**src/rtl/cp_boost_pkg.sv**
```systemverilog
package cp_boost_pkg;
  typedef struct packed {
    logic load;
    logic dec;
    logic clear;
  } tmrStb_t;
endpackage

```
**src/rtl/cp_boost_ctl.sv**
```systemverilog
module cp_boost_ctl
  import cp_boost_pkg::*;
(
  input  logic    clk,
  input  logic    rstN,
  input  logic    boostEn,
  input  logic    boostMode,
  input  logic    gainWrStb,
  input  logic    gainWrVal,
  input  logic    pdTick,
  input  logic    powerDown,
  input  logic    lastTick,
  output tmrStb_t stb,
  output logic    gainQ,
  output logic    boostSel
);
  logic runQ, armed, setWr, clrWr, expire;

  always_comb begin
    armed  = boostEn & boostMode & ~powerDown;
    setWr  = gainWrStb & gainWrVal;
    clrWr  = gainWrStb & ~gainWrVal;
    expire = armed & runQ & pdTick & lastTick & ~gainWrStb;
    stb.load  = armed & (setWr | (gainQ & ~runQ & ~gainWrStb));
    stb.dec   = armed & runQ & pdTick & ~gainWrStb & ~lastTick;
    stb.clear = runQ & ~stb.load & (~armed | clrWr | expire);
    boostSel  = boostEn & gainQ;
  end

  always_ff @(posedge clk or negedge rstN) begin
    if (!rstN) begin
      gainQ <= 1'b0;
      runQ  <= 1'b0;
    end else begin
      if (gainWrStb)   gainQ <= gainWrVal;
      else if (expire) gainQ <= 1'b0;
      if (stb.load)       runQ <= 1'b1;
      else if (stb.clear) runQ <= 1'b0;
    end
  end


  pd_stops_chk: assert property (@(posedge clk) disable iff (!rstN)
    powerDown |=> !runQ);

  set_write_chk: assert property (@(posedge clk) disable iff (!rstN)
    (gainWrStb && gainWrVal) |=> gainQ);

  manual_hold_chk: assert property (@(posedge clk) disable iff (!rstN)
    (gainQ && !gainWrStb && !boostMode) |=> gainQ);

  strobe_onehot_chk: assert property (@(posedge clk) disable iff (!rstN)
    $onehot0({stb.load, stb.dec, stb.clear}));
endmodule

```
**src/rtl/cp_boost_dp.sv**
```systemverilog
module cp_boost_dp
  import cp_boost_pkg::*;
#(
  parameter int CODE_W = 4,
  parameter int CUR_W  = 3
) (
  input  logic              clk,
  input  logic              rstN,
  input  tmrStb_t           stb,
  input  logic [CODE_W-1:0] holdCode,
  input  logic              boostSel,
  input  logic [CUR_W-1:0]  curBase,
  input  logic [CUR_W-1:0]  curBoost,
  output logic              lastTick,
  output logic [CUR_W-1:0]  curCode
);
  localparam int MAX_LEN = 4 * ((1 << CODE_W) - 1) + 3;
  localparam int CNT_W   = $clog2(MAX_LEN + 1);

  logic [CNT_W-1:0] cnt, loadVal;

  assign loadVal  = CNT_W'({holdCode, 2'b11});
  assign lastTick = (cnt == CNT_W'(1));
  assign curCode  = boostSel ? curBoost : curBase;

  always_ff @(posedge clk or negedge rstN) begin
    if (!rstN)          cnt <= '0;
    else if (stb.load)  cnt <= loadVal;
    else if (stb.dec)   cnt <= cnt - CNT_W'(1);
    else if (stb.clear) cnt <= '0;
  end


  load_len_chk: assert property (@(posedge clk) disable iff (!rstN)
    stb.load |=> (cnt == CNT_W'(4 * $past(holdCode) + 3)));

  no_underflow_chk: assert property (@(posedge clk) disable iff (!rstN)
    stb.dec |-> (cnt > CNT_W'(1)));

  idle_stable_chk: assert property (@(posedge clk) disable iff (!rstN)
    (!stb.load && !stb.dec && !stb.clear) |=> $stable(cnt));
endmodule

```
**src/rtl/cp_boost_top.sv**
```systemverilog
module cp_boost_top
  import cp_boost_pkg::*;
#(
  parameter int CODE_W = 4,
  parameter int CUR_W  = 3
) (
  input  logic              clk,
  input  logic              rstN,
  input  logic              boostEn,
  input  logic              boostMode,
  input  logic [CODE_W-1:0] holdCode,
  input  logic [CUR_W-1:0]  curBase,
  input  logic [CUR_W-1:0]  curBoost,
  input  logic              gainWrStb,
  input  logic              gainWrVal,
  input  logic              pdTick,
  input  logic              powerDown,
  output logic [CUR_W-1:0]  curCode,
  output logic              gainState
);
  tmrStb_t stb;
  logic    lastTick, boostSel;

  cp_boost_ctl u_ctl (
    .clk(clk), .rstN(rstN), .boostEn(boostEn), .boostMode(boostMode),
    .gainWrStb(gainWrStb), .gainWrVal(gainWrVal), .pdTick(pdTick),
    .powerDown(powerDown), .lastTick(lastTick), .stb(stb),
    .gainQ(gainState), .boostSel(boostSel)
  );

  cp_boost_dp #(.CODE_W(CODE_W), .CUR_W(CUR_W)) u_dp (
    .clk(clk), .rstN(rstN), .stb(stb), .holdCode(holdCode),
    .boostSel(boostSel), .curBase(curBase), .curBoost(curBoost),
    .lastTick(lastTick), .curCode(curCode)
  );


  fall_cause_chk: assert property (@(posedge clk) disable iff (!rstN)
    $fell(gainState) |-> ($past(gainWrStb) || ($past(boostEn) && $past(boostMode))));
endmodule

```
**config.mk**
```make
export PLATFORM = sky130hd
export DESIGN_NAME = cp_boost_top
export DESIGN_NICKNAME = d
export VERILOG_FILES = /design/src/rtl/cp_boost_pkg.sv /design/src/rtl/cp_boost_ctl.sv /design/src/rtl/cp_boost_dp.sv /design/src/rtl/cp_boost_top.sv
export SDC_FILE = /design/constraint.sdc
export NUM_CORES = 1
export LEC_CHECK = 0
export ABC_AREA = 1
export CORE_MARGIN = 2
export CORE_UTILIZATION = 46
export DETAILED_ROUTE_END_ITERATION = 16
export PLACE_DENSITY_LB_ADDON = 0.12
export SLEW_MARGIN = 15
export SYNTH_ARGS = -nofsm -noshare
export SYNTH_HDL_FRONTEND = slang
export SYNTH_SLANG_ARGS = --single-unit
```
**constraint.sdc**
```tcl
create_clock -name clk -period 2.7 [get_ports clk]
set_input_delay 0.54 -clock clk [delete_from_list [all_inputs] [get_ports clk]]
set_output_delay 0.54 -clock clk [all_outputs]
set_load 0.005 [all_outputs]
```
==> out/metrics.yaml <==
status: "completed"
synth_seq_cells: 8
required_ns: 2.16
io_pins: 22
drtIter0Drc: 28
slew_violations: 0
grt_setup_unrepaired: "false"
clockBufferDepth: 2
cts_tree: "done"
syn_to_final_growth_pct: 41.6
start_util_pct: 47.6
whs_path_depth: 2
post-dp-hpwl_mm: 1.08
dieHeight_um: 40.2
gp_congestion: 0.735
critPathBufInv: 2
reg2regPathDepth: 9
synth_area_leaders: "dfrtp_1, nand2_1, nand3_1"
end_kind: "output pin"
regArea_sq_um: 200
drv_cap: 0
period_share_pct: 91.6
skew_ns: 0.00616
nNetsFinal: 128
reg2reg_slack_ns: 1.27
cts_setup_buffers: 0
netlist_area_sq_um: 604
fin_setup_tns_ns: 0
grt_pass1_vias: 521
fin_crit_ns: 2.47
cp.depth: 4
wl_met1_um: 612
vdd_drop_max_mv: 0.418
critPathKind: "in2out"
die-width_um: 40.2
cts-root-buf: "clkbuf_4"
finalPower_w: 0.000408
yosysUniqueCellTypes: 19
seq_area_frac_synth_pct: 33.1
cpLargestDelayFamily: "buffers and inverters"
hp-class: "reg2reg"
synth_nets: 102
critPathMaxStageDelay_ns: 0.45
dieArea_sq_um: 1620
async_flop_share_pct: 100
syn_area_per_cell_sq_um: 7.37
top_layer_used: "met4"
antenna_found_initial: 0
overflow: 0
leakage_nw: 0.401
hold_buffers: 0
yosys_warnings: 0
synth_edf_count: 0
path_clk_slew_ns: 0.06
crit_fanout: 3
cp-start-kind: "input port"
synth_most_common_cell: "nand2_1"
wl_met3_um: 65
num_antenna_cells: 0
p_per_area_nw_per_um2: 477
fp.coreArea_sq_um: 1270
timing.fmax_mhz: 404
worstPathArrival_ns: 1.93
synth_top_cells_by_count: "nand2_1, inv_1, nand3_1"
synth-main-ff-cell: "dfrtp_1"
slowest_stage: "clkdlybuf4s50_1"
first_pass_iters: 4
grt_pass1_wl_mm: 2.22
drt_wl_total_mm: 1.43
cp_cell_sequence: "clkdlybuf4s50_1 -> nand2_1 -> mux2_2 -> clkdlybuf4s50_1"
critical_path.most_common_cell: "clkdlybuf4s50_1"
grt_max_degree: 9
finalSetupViolations: 0
slew_headroom_pct: 75.1
wire_per_inst_um: 11.8
worstMarginPinSlew_ns: 0.372
fillerInstances: 109
met2_wirelength_um: 732
rows: 13
antenna_left: 0
hold_violations: 0
vias: 586
clock-sinks: 8
yosysTopAreaCell: "dfrtp_1"
htree_levels: 1
numCtsBuffers: 3
vias_per_cell: 4.84
syn_inst: 82
post_cts_resized: 0
port_buffers: 21
clock_latency_ns: 0.26
post-route-drc-count: 0
multi_input_area_sq_um: 350
grtUsageTotal_pct: 21.6
drive_above_1_share_pct: 17.9
synth_top_area_share_pct: 33.1
-- path summary, 6_finish.rpt --
kind,endpoint,startpoint
min in group asynchronous,u_dp.cnt[3]$_DFFE_PN0P_,rstN
worst min register to register,u_dp.cnt[1]$_DFFE_PN0P_,u_dp.cnt[1]$_DFFE_PN0P_
worst max register to register,u_dp.cnt[5]$_DFFE_PN0P_,u_dp.cnt[1]$_DFFE_PN0P_
worst min-delay path,u_dp.cnt[1]$_DFFE_PN0P_,u_dp.cnt[1]$_DFFE_PN0P_
max in group asynchronous,u_ctl.gainQ$_DFFE_PN0P_,rstN
worst max-delay path,curCode[1],boostEn
-- cell type report --
cell class / count / area share, %
timing repair buffer: 21 / 24.6
inverter: 14 / 6.29
clock buffer: 3 / 2.63
sequential: 8 / 23.4
multi-input combinational: 60 / 40.9
tap: 15 / 2.19
-- power by group --
group	internal [W]	total, W	switching, W
clock network	0.0000513	0.0000980	0.0000468
registers	0.000140	0.000161	0.0000213
logic	0.0000755	0.000149	0.0000739
total	0.000266	0.000408	0.000142
-- logic make-up (layout without fill, tap and decap cells) --
group	Yosys count	count (layout)	synth area share (%)
compound gates	9	9	10.6
xor+xnor	4	4	5.80
fa+ha+maj	2	2	4.14
buf+inv	14	38	8.90
flops	8	8	33.1
mux	3	3	5.59
simple gates	42	42	31.9
-- routing by layer --
metal	track usage, %	up-vias
li1	-	306
met1	25.8	265
met2	37.5	11
met3	5.00	4
met4	7.50	0
met5	0	-
-- layout by cell type (no fill, tap or decap), types with 2 or more instances in the layout --
cell,count
inv_1,12
nor2_2,3
ha_1,2
xor2_1,3
nand2_2,4
o21ai_0,4
nand2_1,17
clkbuf_4,3
o21a_2,2
mux2_2,3
dfrtp_1,8
nand3_1,9
nor2_1,8
clkdlybuf4s50_1,21
-- state kept, by name, summed over array words and instances (netlist names) --
signal / count
u_ctl.runQ: 1
u_ctl.gainQ: 1
u_dp.cnt: 6
-- per-stage QoR --
| step | utilization [%] | hold slack (ns) | worst slack [ns] | instances | instance area (sq um) |
|---|---|---|---|---|---|
| CTS | 67.5 | 0.531 | 0.211 | 121 | 856 |
| detailed placement | 65.7 | 0.515 | 0.214 | 118 | 833 |
| global route | 67.5 | 0.584 | 0.164 | 121 | 856 |
| floorplan | - | 0.244 | 1.18 | 82 | 604 |
| global placement | 65.7 | 0.509 | 0.272 | 118 | 833 |
| finish | 67.5 | 0.533 | 0.228 | 121 | 856 |
-- tightest hold or removal path: stages (launching register included) --
cell	delay (ns)
dfrtp_1	0.37
nand3_1	0.08
nand2_1	0.05
Note: power is estimated with default switching activity, not from simulation.
